`src/rtl/cmp_out_pkg.sv`:
```
package cmp_out_pkg;

   typedef enum logic [2:0] {
      MD_OFF    = 3'b000,
      MD_SET    = 3'b001,
      MD_CLR    = 3'b010,
      MD_TGL    = 3'b011,
      MD_PULSE1 = 3'b100,
      MD_PULSEN = 3'b101,
      MD_PWM    = 3'b110,
      MD_PWMF   = 3'b111
   } oc_mode_e;

   localparam int unsigned MODE_W = 3;
   localparam int unsigned NUM_REF = 3;

   localparam int unsigned REF_PRI  = 0;
   localparam int unsigned REF_SEC  = 1;
   localparam int unsigned REF_DUTY = 2;

   function automatic logic start_level(input oc_mode_e m);
      return (m == MD_CLR);
   endfunction

   function automatic logic is_pwm(input oc_mode_e m);
      return (m == MD_PWM) || (m == MD_PWMF);
   endfunction

endpackage

```
`src/rtl/cmp_out_tsel.sv`:
```
module cmp_out_tsel #(
   parameter int unsigned TW = 16
) (
   input  logic          tb_sel,
   input  logic [TW-1:0] tmr_a,
   input  logic [TW-1:0] tmr_b,
   input  logic          per_a,
   input  logic          per_b,
   output logic [TW-1:0] tmr,
   output logic          per
);

   always_comb begin
      if (tb_sel) begin
         tmr = tmr_b;
         per = per_b;
      end else begin
         tmr = tmr_a;
         per = per_a;
      end
   end

endmodule

```
`src/rtl/cmp_out_regs.sv`:
```
module cmp_out_regs
   import cmp_out_pkg::*;
#(
   parameter int unsigned TW = 16
) (
   input  logic              clk,
   input  logic              rst_n,
   input  logic              pri_we,
   input  logic [TW-1:0]     pri_wdata,
   input  logic              sec_we,
   input  logic [TW-1:0]     sec_wdata,
   input  logic              duty_ld,
   input  logic [TW-1:0]     tmr,
   output logic [NUM_REF-1:0] eq
);

   logic [TW-1:0] pri_q;
   logic [TW-1:0] sec_q;
   logic [TW-1:0] duty_q;
   logic [TW-1:0] refs [NUM_REF];

   always_ff @(posedge clk or negedge rst_n) begin
      if (!rst_n) begin
         pri_q  <= '0;
         sec_q  <= '0;
         duty_q <= '0;
      end else begin
         if (pri_we)  pri_q  <= pri_wdata;
         if (sec_we)  sec_q  <= sec_wdata;
         if (duty_ld) duty_q <= sec_q;
      end
   end

   assign refs[REF_PRI]  = pri_q;
   assign refs[REF_SEC]  = sec_q;
   assign refs[REF_DUTY] = duty_q;

   for (genvar g = 0; g < NUM_REF; g++) begin : g_cmp
      assign eq[g] = (tmr == refs[g]);
   end

endmodule

```
`src/rtl/cmp_out_logic.sv`:
```
module cmp_out_logic
   import cmp_out_pkg::*;
#(
   parameter bit FAULT_EN = 1'b1
) (
   input  logic               clk,
   input  logic               rst_n,
   input  logic               mode_we,
   input  logic [MODE_W-1:0]  mode_wdata,
   input  logic               per,
   input  logic [NUM_REF-1:0] eq,
   input  logic               fault_n,
   output oc_mode_e           mode_q,
   output logic               out_q,
   output logic               fault_q,
   output logic               irq_q,
   output logic               duty_ld
);

   logic     done_q;
   logic     eq_pri, eq_sec, eq_duty;
   logic     flt_block;
   oc_mode_e mode_new;

   assign eq_pri   = eq[REF_PRI];
   assign eq_sec   = eq[REF_SEC];
   assign eq_duty  = eq[REF_DUTY];
   assign mode_new = oc_mode_e'(mode_wdata);
   assign duty_ld  = mode_we || (is_pwm(mode_q) && per);

   if (FAULT_EN) begin : g_fault
      always_ff @(posedge clk or negedge rst_n) begin
         if (!rst_n)
            fault_q <= 1'b0;
         else if (mode_we)
            fault_q <= 1'b0;
         else if (mode_q == MD_PWMF && !fault_n)
            fault_q <= 1'b1;
      end
      assign flt_block = (mode_q == MD_PWMF) && (fault_q || !fault_n);
   end else begin : g_nofault
      assign fault_q   = 1'b0;
      assign flt_block = 1'b0;
   end

   always_ff @(posedge clk or negedge rst_n) begin
      if (!rst_n) begin
         mode_q <= MD_OFF;
         out_q  <= 1'b0;
         done_q <= 1'b0;
         irq_q  <= 1'b0;
      end else if (mode_we) begin
         mode_q <= mode_new;
         out_q  <= start_level(mode_new);
         done_q <= 1'b0;
         irq_q  <= 1'b0;
      end else begin
         irq_q <= 1'b0;
         unique case (mode_q)
            MD_OFF: out_q <= 1'b0;
            MD_SET: if (eq_pri) begin
               out_q <= 1'b1;
               irq_q <= 1'b1;
            end
            MD_CLR: if (eq_pri) begin
               out_q <= 1'b0;
               irq_q <= 1'b1;
            end
            MD_TGL: if (eq_pri) begin
               out_q <= ~out_q;
               irq_q <= 1'b1;
            end
            MD_PULSE1, MD_PULSEN: begin
               if (!done_q) begin
                  if (out_q && eq_sec) begin
                     out_q  <= 1'b0;
                     irq_q  <= 1'b1;
                     done_q <= (mode_q == MD_PULSE1);
                  end else if (!out_q && eq_pri) begin
                     out_q <= 1'b1;
                  end
               end
            end
            MD_PWM, MD_PWMF: begin
               if (per) begin
                  out_q <= 1'b1;
               end else if (out_q && eq_duty) begin
                  out_q <= 1'b0;
                  irq_q <= !flt_block;
               end
            end
            default: out_q <= 1'b0;
         endcase
      end
   end

endmodule

```
`src/rtl/cmp_out_channel.sv`:
```
module cmp_out_channel
   import cmp_out_pkg::*;
#(
   parameter int unsigned TW       = 16,
   parameter bit          FAULT_EN = 1'b1
) (
   input  logic              clk,
   input  logic              rst_n,
   input  logic [TW-1:0]     tmr_a,
   input  logic [TW-1:0]     tmr_b,
   input  logic              per_a,
   input  logic              per_b,
   input  logic              tb_sel,
   input  logic              mode_we,
   input  logic [MODE_W-1:0] mode_wdata,
   input  logic              pri_we,
   input  logic [TW-1:0]     pri_wdata,
   input  logic              sec_we,
   input  logic [TW-1:0]     sec_wdata,
   input  logic              fault_n,
   output logic              pin_out,
   output logic              pin_oe,
   output logic              irq_flag,
   output logic              fault_flag
);

   if (TW < 4 || TW > 32) begin : g_bad_width
      $error("cmp_out_channel: TW must lie in 4..32");
   end

   logic [TW-1:0]      tmr;
   logic               per;
   logic [NUM_REF-1:0] eq;
   logic               duty_ld;
   oc_mode_e           mode_q;
   logic               out_q;
   logic               fault_q;
   logic               irq_q;

   cmp_out_tsel #(.TW(TW)) u_tsel (
      .tb_sel (tb_sel),
      .tmr_a  (tmr_a),
      .tmr_b  (tmr_b),
      .per_a  (per_a),
      .per_b  (per_b),
      .tmr    (tmr),
      .per    (per)
   );

   cmp_out_regs #(.TW(TW)) u_regs (
      .clk       (clk),
      .rst_n     (rst_n),
      .pri_we    (pri_we),
      .pri_wdata (pri_wdata),
      .sec_we    (sec_we),
      .sec_wdata (sec_wdata),
      .duty_ld   (duty_ld),
      .tmr       (tmr),
      .eq        (eq)
   );

   cmp_out_logic #(.FAULT_EN(FAULT_EN)) u_logic (
      .clk        (clk),
      .rst_n      (rst_n),
      .mode_we    (mode_we),
      .mode_wdata (mode_wdata),
      .per        (per),
      .eq         (eq),
      .fault_n    (fault_n),
      .mode_q     (mode_q),
      .out_q      (out_q),
      .fault_q    (fault_q),
      .irq_q      (irq_q),
      .duty_ld    (duty_ld)
   );

   assign pin_oe     = (mode_q != MD_OFF) && !fault_q;
   assign pin_out    = out_q && pin_oe;
   assign irq_flag   = irq_q;
   assign fault_flag = fault_q;

endmodule

```
`config.mk`:
```
export PLATFORM = sky130hd
export DESIGN_NAME = cmp_out_channel
export DESIGN_NICKNAME = d
export VERILOG_FILES = /design/src/rtl/cmp_out_pkg.sv /design/src/rtl/cmp_out_tsel.sv /design/src/rtl/cmp_out_regs.sv /design/src/rtl/cmp_out_logic.sv /design/src/rtl/cmp_out_channel.sv
export SDC_FILE = /design/constraint.sdc
export NUM_CORES = 1
export LEC_CHECK = 0
export CORE_ASPECT_RATIO = 0.7
export CORE_MARGIN = 2
export CORE_UTILIZATION = 25
export CTS_CLUSTER_DIAMETER = 60
export DETAILED_ROUTE_END_ITERATION = 7
export DONT_BUFFER_PORTS = 1
export HOLD_SLACK_MARGIN = 0.06
export MAX_ROUTING_LAYER = met4
export PLACE_DENSITY = 0.42
export SYNTH_ARGS = -nofsm -noshare
export SYNTH_HDL_FRONTEND = slang
export SYNTH_SLANG_ARGS = --single-unit
export TNS_END_PERCENT = 10
```
`constraint.sdc`:
```
create_clock -name clk -period 3.8 [get_ports clk]
set_input_delay 0.76 -clock clk [delete_from_list [all_inputs] [get_ports clk]]
set_output_delay 0.76 -clock clk [all_outputs]
set_load 0.01 [all_outputs]
```
Word level (Yosys, flattened, before mapping)

Index checks and enable logic that the tools add are counted.

Multipliers: 0
Div/mod/pow operators: 0
Magnitude comparators: 0
Mux-type cells: 25
Eq/ne operators: 17
Bitwise logic cells: 1
Add/subtract/negate cells: 0
Reductions and logical operators: 23
Shift-type cells: 0

Operator list:

| operator             | count |
|---|---|
| $eq A16 B16 Y1       | 3 |
| $mux W1              | 22 |
| $mux W16             | 1 |
| $eq A3 B3 Y1 const B | 4 |
| $eq A3 B2 Y1 const B | 3 |
| $ne A3 B2 Y1 const B | 3 |
| $logic_and A1 B1 Y1  | 8 |
| $ne A4 B2 Y1 const B | 2 |
| $pmux W1 S6          | 1 |
| $reduce_and A6 Y1    | 1 |
| $logic_not A1 Y1     | 4 |
| $reduce_bool A2 Y1   | 2 |
| $reduce_or A2 Y1     | 2 |
| $eq A3 B1 Y1 const B | 1 |
| $logic_not A3 Y1     | 1 |
| $logic_or A1 B1 Y1   | 3 |
| $ne A3 B3 Y1 const B | 1 |
| $pmux W1 S3          | 1 |
| $reduce_bool A3 Y1   | 1 |
| $reduce_or A3 Y1     | 1 |
| $not A1 Y1           | 1 |

Bits in registers: 55
Memories: 0
Logic and storage cells: 74
Output and inout bits: 4
Latch bits: 0
Bits in read-only memories: 0
Bits in writable memories: 0
Input port bits: 76

Longest topological paths before layout

Word-level depth: 8
Gate-level depth with buffers: 9

Modules after synthesis

From an unflattened synthesis, not the netlist that was laid out.

Cells, all modules: 234
Area total of the unflattened synthesis: 3064.2 um^2

By module, submodules not included:

| module          | instances | area each (um^2) | cells each | seq. area each (um^2) |
|---|---|---|---|---|
| cmp_out_regs    | 1         | 2336.0           | 165        | 1201.2 |
| cmp_out_logic   | 1         | 446.7            | 47         | 175.2 |
| cmp_out_tsel    | 1         | 260.2            | 19         | 0.0 |
| cmp_out_channel | 1         | 21.3             | 3          | 0.0 |

Least setup slack after synthesis

OpenSTA, ideal clock, no wires.

Path type: input-to-reg
Start point: in tb_sel
End point: reg u_logic.out_q
Buffers on the path: 1
Data required time: 3.672 ns
Path slack: 1.138 ns
Arrival time: 2.534 ns
Stages on the path: 8
Cell sequence: buf_6 mux2i_1 nand3b_1 a2111oi_0 nand4_1 a31oi_1 o211ai_1 mux2_1

Word-level cells in the longest chain between the ends: 7

RTL lines:

| what                 | RTL line              | source |
|---|---|---|
| from (decl)          | cmp_out_channel.sv:13 | `input logic tb_sel,` |
| $mux W16             | cmp_out_tsel.sv:14    | `if (tb_sel) begin` |
| $eq A16 B16 Y1       | cmp_out_regs.sv:39    | `assign eq[g] = (tmr == refs[g]);` |
| $logic_and A1 B1 Y1  | cmp_out_logic.sv:75   | `if (out_q && eq_sec) begin` |
| $mux W1              | cmp_out_logic.sv:75   |  |
| $mux W1              | cmp_out_logic.sv:74   | `if (!done_q) begin` |
| $pmux W1 S6          | cmp_out_logic.sv:59   | `unique case (mode_q)` |
| $mux W1              | cmp_out_logic.sv:52   | `end else if (mode_we) begin` |
| to (signal assigned) | cmp_out_logic.sv:54   | `out_q <= start_level(mode_new);` |
| to (signal assigned) | cmp_out_logic.sv:70   | `out_q <= ~out_q;` |
| to (decl)            | cmp_out_logic.sv:14   | `output logic out_q,` |

Parallel ways exist; a longest one is shown, timed or not. The select of a mux whose other input is x is not followed.
A chain may end at the register's enable or synchronous reset.

Worst setup path after layout

Ends and elaborated chain as after synthesis.

==> out/metrics.cfg <==
[sta]
setup_viol = 0
finClkSkew_ns = 0.00720
relSlewSlack_pct = 63.7
setup_slack_ns = 1.23
rsz0062_at_grt = no
finalHoldViolCount = 0
min_period_ns = 2.57
slew_violations = 0
tns_ns = 0
worst_pin_slew_ns = 0.530
finalCritPeriodShare_pct = 67.6
fmax_mhz = 389

[yosys]
synth-seq-area-share_pct = 46.0
synth_edf_count = 0
synth-seq-cells = 55
yosys.area.top_type_share_pct = 46.0
synth_cells = 239
ys_warn_count = 0
postSynthAreaPerCell_um2 = 12.5
ys.flop_type = dfrtp_1
synth_cell_types = 32
syn_area_mm2 = 0.00299
synth_top_area_cell = dfrtp_1
async_flop_share_pct = 100
yosys-top-cells-area = dfrtp_1 46%, mux2_2 18%, xnor2_1 13%
syn_nets = 315

[clock_network]
path_clk_slew_ns = 0.07
clock_latency_ns = 0.29
cts_sinks = 55
postCtsHoldBufs = 0
cts_setup_buffers = 0
ctsResizeCount = 0
cts-root-buf = clkbuf_16
ctsHtreeMaxLevel = 2
cts_buffer_depth = 2
cts_tree = yes
numCtsBuffers = 5

[route]
route.vias.total = 1783
drt-pass1-iter-count = 4
vias_per_cell = 4.53
drtIter0Drc = 37
wire_per_inst_um = 18.0
drc = 0
postRouteAntennaNets = 0
detail_route.wirelength_um = 7100

[place]
pre_cts_ws_ns = 0.931
dp_cells = 387
gp_congestion = 0.783
postPlaceCellArea_mm2 = 0.00314
dp_hpwl_um = 5540
port-buffer-count = 0

[cells_and_area]
area_delta_synth_final_pct = 9.71
multi_input_area_mm2 = 0.00154
final_area_mm2 = 0.00328
layout_common_cells = 55 x dfrtp_1, 49 x mux2_2, 46 x xnor2_1
fin_cells = 394
drive_above_1_share_pct = 28.7
nNetsFinal = 313
n_fill_cell = 1216
seq_area_mm2 = 0.00138
final_common_cell = dfrtp_1
diodes = 0

[critical_path]
reg2reg_depth = 6
critPathMaxStageDelay_ns = 0.47
crit_slowest_cell = mux2i_1
arrival_ns = 2.74
required_ns = 3.97
cp.buffers_inverters = 0
critPathTopFamily = multiplexers
worstReg2RegStart = u_logic.out_q
crit_path_end_kind = flop
reg2reg_to = u_logic.out_q
r2r_slack_ns = 1.71
crit_chain = mux2i_1, nand3b_1, a2111oi_0, nand4_1, a31oi_1, o211ai_1, mux2_1
crit_fanout = 17
worstSetupStartpointType = input pin
critical_path_class = input pin to flop

[die]
num_rows = 33
ios = 80
initial_utilization_pct = 25.6
dieHeight_um = 95.5
die_x_um = 135
core_mm2 = 0.0117
die_area_mm2 = 0.0129

[global_routing]
grtUsageTotal_pct = 12.1
grt_pass1_wl_um = 11100
grt_max_degree = 56
overflow = 0
antenna_found_initial = 0
first_global_vias = 1863

[job]
cap_violations = 0

[power_and_ir_drop]
power_leakage_nw = 1.21
power.density_mw_per_mm2 = 432
p_total_mw = 1.42
ir_worst_vdd_v = 0.000241

[min_path]
worstHoldPathType = input pin to asynchronous set/reset pin

[status]
status = finished, final reports clean

-- per-stage QoR --
step           utilization [%]  hold slack [ns]
2_1_floorplan                -            0.464
3_3_place_gp              26.8            0.466
3_5_place_dp              26.8            0.466
4_1_cts                   28.1            0.149
5_1_grt                   28.1            0.133
6_report                  28.1            0.158
-- cells by family (layout without fill, tap and decap cells) --
kind of cell,Yosys count,in the layout,synth area share [%]
AOI/OAI and AO/OA,15,15,3.18
xor gates and xnor gates,47,47,13.8
buffers and inverters,15,13,2.55
DFF,55,55,46.0
muxes,67,67,27.4
and+or+nand+nor,40,40,7.07
-- cells in the mapped netlist, types with 2 or more instances --
cell / instances
a31oi_1: 5
dfrtp_1: 55
mux2i_2: 6
mux2i_1: 6
nand2b_1: 2
nor4_1: 10
nor2_1: 8
mux2i_4: 5
inv_1: 5
buf_1: 2
nand2_1: 6
clkbuf_1: 5
xnor2_1: 46
nand4_1: 4
and2_1: 2
o21ai_0: 3
nand3b_1: 2
nor3_1: 5
mux2_2: 49
-- state kept, by name, indices dropped and copies added, names as in the netlist --
name and flops:
u_logic.done_q 1, u_logic.fault_q 1, u_logic.irq_q 1, u_logic.mode_q 3, u_logic.out_q 1, u_regs.duty_q 16, u_regs.pri_q 16, u_regs.sec_q 16
-- report_power, final --
| group | switching, mW | internal (mW) |
|---|---|---|
| Clock | 0.201 | 0.258 |
| Sequential | 0.0647 | 0.653 |
| Combinational | 0.0898 | 0.151 |
| Total | 0.356 | 1.06 |
-- how the worst max path moves through the flow --
stage	end	cells after the start	from	slack (ns)
floorplan	u_logic.out_q	8	tb_sel	1.14
global placement	u_logic.out_q	7	tb_sel	1.0
detailed placement	u_logic.out_q	7	tb_sel	0.93
CTS	u_logic.out_q	7	tb_sel	1.24
global route	u_logic.out_q	7	tb_sel	0.97
finish	u_logic.out_q	7	tb_sel	1.23
-- metal layers --
layer | track usage (%) | wire length [um] | vias to the layer above
met5 | - | 0 | -
met4 | 2.37 | 38 | 0
met3 | 4.25 | 390 | 2
met2 | 16.2 | 2870 | 49
met1 | 17.3 | 3800 | 895
li1 | - | - | 837
-- area by class of cell --
cell class	instances	area share [%]
multi-input combinational	169	46.9
sequential	55	42.0
tap	157	5.99
clock buffer	6	4.24
inverter	5	0.572
timing repair buffer	1	0.229
clock inverter	1	0.153
(Power assumes the default switching activity.)
